$ cat config.mk
export PLATFORM = sky130hd
export DESIGN_NAME = obf_scan_reg
export DESIGN_NICKNAME = d
export VERILOG_FILES = /design/src/rtl/obf_scan_pkg.sv /design/src/rtl/obf_scan_cell.sv /design/src/rtl/obf_scan_decoy.sv /design/src/rtl/obf_scan_unscramble.sv /design/src/rtl/obf_scan_reg.sv
export SDC_FILE = /design/constraint.sdc
export NUM_CORES = 1
export LEC_CHECK = 0
export ABC_AREA = 1
export BUFFER_PORTS_ARGS = -buffer_cell sky130_fd_sc_hd__buf_2
export CORE_AREA = 3 3 40 42
export DETAILED_ROUTE_END_ITERATION = 7
export DIE_AREA = 0 0 43 45
export PLACE_DENSITY = 0.34
export SLEW_MARGIN = 20
export SYNTH_ARGS = -nofsm -noshare
export SYNTH_HDL_FRONTEND = slang
export SYNTH_SLANG_ARGS = --single-unit
$ cat constraint.sdc
create_clock -name clk -period 1 [get_ports clk]
set_input_delay 0.1 -clock clk [delete_from_list [all_inputs] [get_ports clk]]
set_output_delay 0.1 -clock clk [all_outputs]
set_load 0.1 [all_outputs]
$ cat src/rtl/obf_scan_pkg.sv
package obf_scan_pkg;

  localparam int MAXS = 32;

  // Symbolic run of the shift path in steady state. Each stage is held as a
  // vector of coefficients over past inputs (bit i -> input i+1 shifts ago)
  // plus a constant. The output set is then chosen greedily so that only the
  // oldest input survives. Result: bit MAXS = output inversion, low bits =
  // stages XORed into the output.
  function automatic logic [MAXS:0] derive_out_net(
      input int                      k,
      input logic [MAXS-1:0]         inv,
      input logic [MAXS*MAXS-1:0]    taps);
    logic [MAXS-1:0] coef [MAXS];
    logic            kc   [MAXS];
    logic [MAXS-1:0] acc;
    logic [MAXS-1:0] sel;
    logic            acc_c;
    for (int j = 0; j < MAXS; j++) begin
      coef[j] = '0;
      kc[j]   = 1'b0;
    end
    coef[0] = MAXS'(1);
    kc[0]   = inv[0];
    for (int j = 1; j < k; j++) begin
      coef[j] = coef[j-1] << 1;
      kc[j]   = kc[j-1] ^ inv[j];
      for (int m = 0; m + 1 < j; m++) begin
        if (taps[j*k+m]) begin
          coef[j] = coef[j] ^ (coef[m] << 1);
          kc[j]   = kc[j] ^ kc[m];
        end
      end
    end
    acc   = coef[k-1];
    acc_c = kc[k-1];
    sel   = '0;
    sel[k-1] = 1'b1;
    for (int i = k - 2; i >= 0; i--) begin
      if (acc[i]) begin
        acc    = acc ^ coef[i];
        acc_c  = acc_c ^ kc[i];
        sel[i] = 1'b1;
      end
    end
    return {acc_c, sel};
  endfunction

endpackage

$ cat src/rtl/obf_scan_cell.sv
module obf_scan_cell (
  input  logic clk,
  input  logic rst_n,
  input  logic scan_en,
  input  logic func_d,
  input  logic shift_d,
  output logic q
);
  logic d_nxt;

  always_comb begin
    d_nxt = scan_en ? shift_d : func_d;
  end

  always_ff @(posedge clk or negedge rst_n) begin
    if (!rst_n) q <= 1'b0;
    else        q <= d_nxt;
  end
endmodule

$ cat src/rtl/obf_scan_decoy.sv
module obf_scan_decoy (
  input  logic clk,
  input  logic rst_n,
  input  logic scan_en,
  input  logic tie_d,
  input  logic follow_d,
  output logic q
);
  logic d_nxt;

  always_comb begin
    d_nxt = scan_en ? follow_d : tie_d;
  end

  always_ff @(posedge clk or negedge rst_n) begin
    if (!rst_n) q <= 1'b0;
    else        q <= d_nxt;
  end

  // capture loads the tie source
  p_decoy_tie_r6: assert property (@(posedge clk) disable iff (!rst_n)
    !scan_en |=> q == $past(tie_d));
  // shift follows the chosen stage
  p_decoy_follow_r7: assert property (@(posedge clk) disable iff (!rst_n)
    scan_en |=> q == $past(follow_d));
endmodule

$ cat src/rtl/obf_scan_unscramble.sv
module obf_scan_unscramble #(
  parameter int           STAGES = 3,
  parameter logic [STAGES-1:0] SEL = '1,
  parameter logic         INV    = 1'b0
) (
  input  logic [STAGES-1:0] chain,
  output logic              serial
);
  always_comb begin
    serial = (^(chain & SEL)) ^ INV;
  end
endmodule

$ cat src/rtl/obf_scan_reg.sv
module obf_scan_reg
  import obf_scan_pkg::*;
#(
  parameter int                     STAGES     = 3,
  parameter logic [STAGES-1:0]        INV_MASK   = 3'b101,
  parameter logic [STAGES*STAGES-1:0] TAP_MASK   = 9'b001_000_000,
  parameter int                     DECOY_FROM = 1,
  parameter int                     DECOY_TIE  = 0
) (
  input  logic              clk,
  input  logic              rst_n,
  input  logic              scan_en,
  input  logic              scan_in,
  input  logic [STAGES-1:0] func_d,
  output logic              scan_out,
  output logic [STAGES-1:0] chain_q,
  output logic              decoy_q
);
  localparam logic [MAXS-1:0]      INV_W  = MAXS'(INV_MASK);
  localparam logic [MAXS*MAXS-1:0] TAPS_W = (MAXS*MAXS)'(TAP_MASK);
  localparam logic [MAXS:0]        NET    = derive_out_net(STAGES, INV_W, TAPS_W);
  localparam logic [STAGES-1:0]    OUT_SEL = NET[STAGES-1:0];
  localparam logic                 OUT_INV = NET[MAXS];
  localparam int                   CW      = $clog2(STAGES + 1);

  logic [STAGES-1:0] shift_d;
  logic              decoy_tie;

  // Shift path: previous stage, fixed inversion, feed-forward taps.
  assign shift_d[0] = scan_in ^ INV_MASK[0];

  genvar gj;
  generate
    for (gj = 1; gj < STAGES; gj++) begin : g_path
      localparam logic [STAGES-1:0] TROW =
        TAP_MASK[gj*STAGES +: STAGES] & ((STAGES'(1) << (gj - 1)) - STAGES'(1));
      assign shift_d[gj] = chain_q[gj-1] ^ INV_MASK[gj] ^ (^(chain_q & TROW));
    end

    for (gj = 0; gj < STAGES; gj++) begin : g_cell
      obf_scan_cell u_cell (
        .clk     (clk),
        .rst_n   (rst_n),
        .scan_en (scan_en),
        .func_d  (func_d[gj]),
        .shift_d (shift_d[gj]),
        .q       (chain_q[gj])
      );
    end

    if (DECOY_TIE < STAGES) begin : g_tie_func
      assign decoy_tie = func_d[DECOY_TIE];
    end else if (DECOY_TIE == STAGES) begin : g_tie_zero
      assign decoy_tie = 1'b0;
    end else begin : g_tie_one
      assign decoy_tie = 1'b1;
    end
  endgenerate

  obf_scan_decoy u_decoy (
    .clk      (clk),
    .rst_n    (rst_n),
    .scan_en  (scan_en),
    .tie_d    (decoy_tie),
    .follow_d (chain_q[DECOY_FROM]),
    .q        (decoy_q)
  );

  obf_scan_unscramble #(
    .STAGES (STAGES),
    .SEL    (OUT_SEL),
    .INV    (OUT_INV)
  ) u_unscr (
    .chain  (chain_q),
    .serial (scan_out)
  );

  // Checker state: window of the last STAGES scan_in bits and a saturating
  // count of consecutive shift edges.
  logic [STAGES-1:0] a_hist;
  logic [CW-1:0]     a_cnt;

  always_ff @(posedge clk or negedge rst_n) begin
    if (!rst_n) begin
      a_hist <= '0;
      a_cnt  <= '0;
    end else if (scan_en) begin
      a_hist <= {a_hist[STAGES-2:0], scan_in};
      if (a_cnt != CW'(STAGES)) a_cnt <= a_cnt + CW'(1);
    end else begin
      a_cnt <= '0;
    end
  end

  // serial behaviour equals a plain delay line of STAGES
  p_delay_equiv_r3: assert property (@(posedge clk) disable iff (!rst_n)
    (a_cnt == CW'(STAGES)) |-> scan_out == a_hist[STAGES-1]);
  // capture stores functional data unchanged
  p_capture_raw_r2: assert property (@(posedge clk) disable iff (!rst_n)
    !scan_en |=> chain_q == $past(func_d));
endmodule

==> flow_summary_export.csv <==
group,metric,value,unit
drt,drc,0,
layout,final_nets,45,
power_and_ir_drop,clock_power_share,26.7,%
power_and_ir_drop,fin_total_pwr,0.733,mW
worst_hold_path,hold_class,"in2reg",
cts,path_clk_slew,0.04,ns
floorplanning,initial_core_util,14.4,%
layout,nFillCells,139,
cts,cts_sinks,4,
power_and_ir_drop,swShare,39.7,%
timing,tightest_slew,0.158,ns
critical_path,cp_data_required_time,0.90,ns
floorplanning,die_width,43,um
power_and_ir_drop,netSwitchingPower,0.291,mW
timing,relSlewSlack,89.5,%
logic_synthesis,syn-instance-count,21,
critical_path,arrival,1.04,ns
cts,root_buffer,"clkbuf_4",
critical_path,critPathCaptureType,"output port",
logic_synthesis,ys_seq_elements,4,
layout,area_delta_synth_final,111,%
drt,ant_nets,0,
outcome,outcome,"finished with violations",
floorplanning,die_area,0.00194,mm^2
cts,worstSkewPairLatency,0.23,ns
place,port-buffer-count,11,
floorplanning,row_count,13,
power_and_ir_drop,intPower,0.442,mW
run,drv_cap,0,
power_and_ir_drop,vdd_drop_max,0.432,mV
logic_synthesis,synth-seq-area-share,54.1,%
global_routing,grt_overflow_total,0,
cts,cts_tree,"done",
logic_synthesis,synth_top_area_cell,"dfrtp_1",
drt,post_drt_wl_per_cell,7.24,um
layout,final_cell_mix,"nand2_1 (6), buf_2 (6), buf_12 (5)",
critical_path,start_kind,"flip-flop",
timing,fmax,876,MHz
drt,vias,172,
place,routabilityCongestion,0.679,
timing,finalHoldViolCount,0,
timing,rsz0062_at_grt,"true",
drt,firstDrtPassIters,1,
drt,drt-initial-drc-count,0,
drt,wl,369,um
global_routing,grt_pass1_wl,655,um
layout,drive_gt1_share,58.3,%
logic_synthesis,synth_top_area_share,54.1,%
global_routing,grt_usage,5.52,%
logic_synthesis,syn-cell-area,185,um^2
cts,htreeDepth,1,
timing,fin_crit_sh,114,%
cts,clock_path_buffers,2,
global_routing,antenna_found_initial,0,
timing,clock_skew,0.00306,ns
logic_synthesis,yosysWarningCount,0,
floorplanning,pin_count,12,
global_routing,grt_max_degree,7,
critical_path,crit_fanout,2,
power_and_ir_drop,p_seq_share,27.2,%
drt,vias_per_cell,3.37,
floorplanning,placeableCoreArea,0.00128,mm^2
timing,drv_slew,0,
critical_path,crit_type,"reg2out",
timing,setup_tns,-0.274,ns
logic_synthesis,syn_nets,28,
power_and_ir_drop,p_per_area,1870,mW/mm^2
power_and_ir_drop,combPwrFrac,46.0,%
timing,setup_ws,-0.142,ns
layout,diodes,0,
floorplanning,die_h,45,um
timing,period_minus_slack,1.14,ns
outcome,violations,"negative setup slack",
global_routing,grt_pass1_vias,183,
power_and_ir_drop,leakage,0.192,nW
logic_synthesis,syn_area_per_cell,8.82,um^2
logic_synthesis,netlist_top_cells_area,"dfrtp_1 (54%), buf_4 (12%), nand2_1 (12%), o21ai_1 (8.1%), xor2_1 (4.7%)",
cts,cts_buffers,3,
timing,final-setup-viol-count,3,
logic_synthesis,synth.distinct_cells,8,
place,dp_hpwl,326,um
layout,final_util,30.5,%
## cell type report
class | instances | area [um^2] | area share [%]
timing repair buffer | 15 | 166 | 42.5
sequential | 4 | 103 | 26.2
multi-input combinational | 11 | 70.1 | 17.9
clock buffer | 3 | 22.5 | 5.75
tap | 15 | 18.8 | 4.79
inverter | 3 | 11.3 | 2.88
## synth_stat cells
library cell,count
nand3_1,1
inv_1,2
dfrtp_1,4
nand2_1,6
buf_4,3
xor2_1,1
inv_2,1
o21ai_1,3
## stage by stage
stage               setup WS (ns)  hold slack [ns]  instances  instance area (um^2)
global placement           0.0793          -0.0951         46                   345
finish                     -0.142           0.0491         51                   392
CTS                        -0.155           0.0453         51                   392
global route               -0.174           0.0635         51                   392
detailed placement         0.0615          -0.0913         46                   345
floorplan                  -0.138           -0.196         21                   204
## flip-flops by register name, indices dropped and copies added (netlist names)
signal           flops
u_decoy.q            1
g_cell.u_cell.q      3
## repair_timing
item / 4_1_cts / 5_1_grt
pin swaps: 0 / 0
endpoints found under the hold margin: 4 / 0
endpoints found under the setup margin: 3 / 3
gates resized for setup: 3 / 0
setup buffers: 1 / 0
hold buffers: 1 / 0
## critical path, stage by stage (launching register included)
cell and delay, ns:
dfrtp_2 0.43, xor2_4 0.19, buf_12 0.19
## power by group through the flow
stage	sequential (mW)	clock, mW	combinational [mW]
final	0.200	0.196	0.338
after global routing	0.201	0.219	0.350
after CTS	0.200	0.206	0.341
after detailed placement	0.202	0	0.328
after global placement	0.201	0	0.328
after floorplan	0.222	0	0.188
## per-layer routing
layer | vias up | GRT usage, % | wire [um]
li1 | 93 | - | -
met4 | 0 | 10.8 | 17
met1 | 64 | 4.39 | 136
met5 | - | 0 | 0
met2 | 13 | 6.89 | 174
met3 | 2 | 2.79 | 41
## worst paths after layout
path                               startpoint                 end  slack (ns)  cells past startpoint
max                        g_cell[2].u_cell.q            scan_out       -0.14                      2
min                                   scan_in  g_cell[0].u_cell.q        0.05                      2
max reg2reg                g_cell[1].u_cell.q  g_cell[2].u_cell.q        0.10                      5
min reg2reg                g_cell[0].u_cell.q  g_cell[1].u_cell.q        0.60                      2
max in group asynchronous               rst_n  g_cell[1].u_cell.q        0.67                      2
min in group asynchronous               rst_n  g_cell[2].u_cell.q        0.20                      2
## logic make-up (layout without fill, tap and decap cells)
| group | count (synthesis) | after routing | share of synthesized area [%] |
|---|---|---|---|
| AND/OR/NAND/NOR | 7 | 7 | 14.9 |
| XOR/XNOR | 1 | 1 | 4.73 |
| AO/OA/AOI/OAI | 3 | 3 | 8.11 |
| flip-flops | 4 | 4 | 54.1 |
| buffers and inverters | 6 | 21 | 18.2 |
No activity file was read; power rests on OpenSTA's default activity.
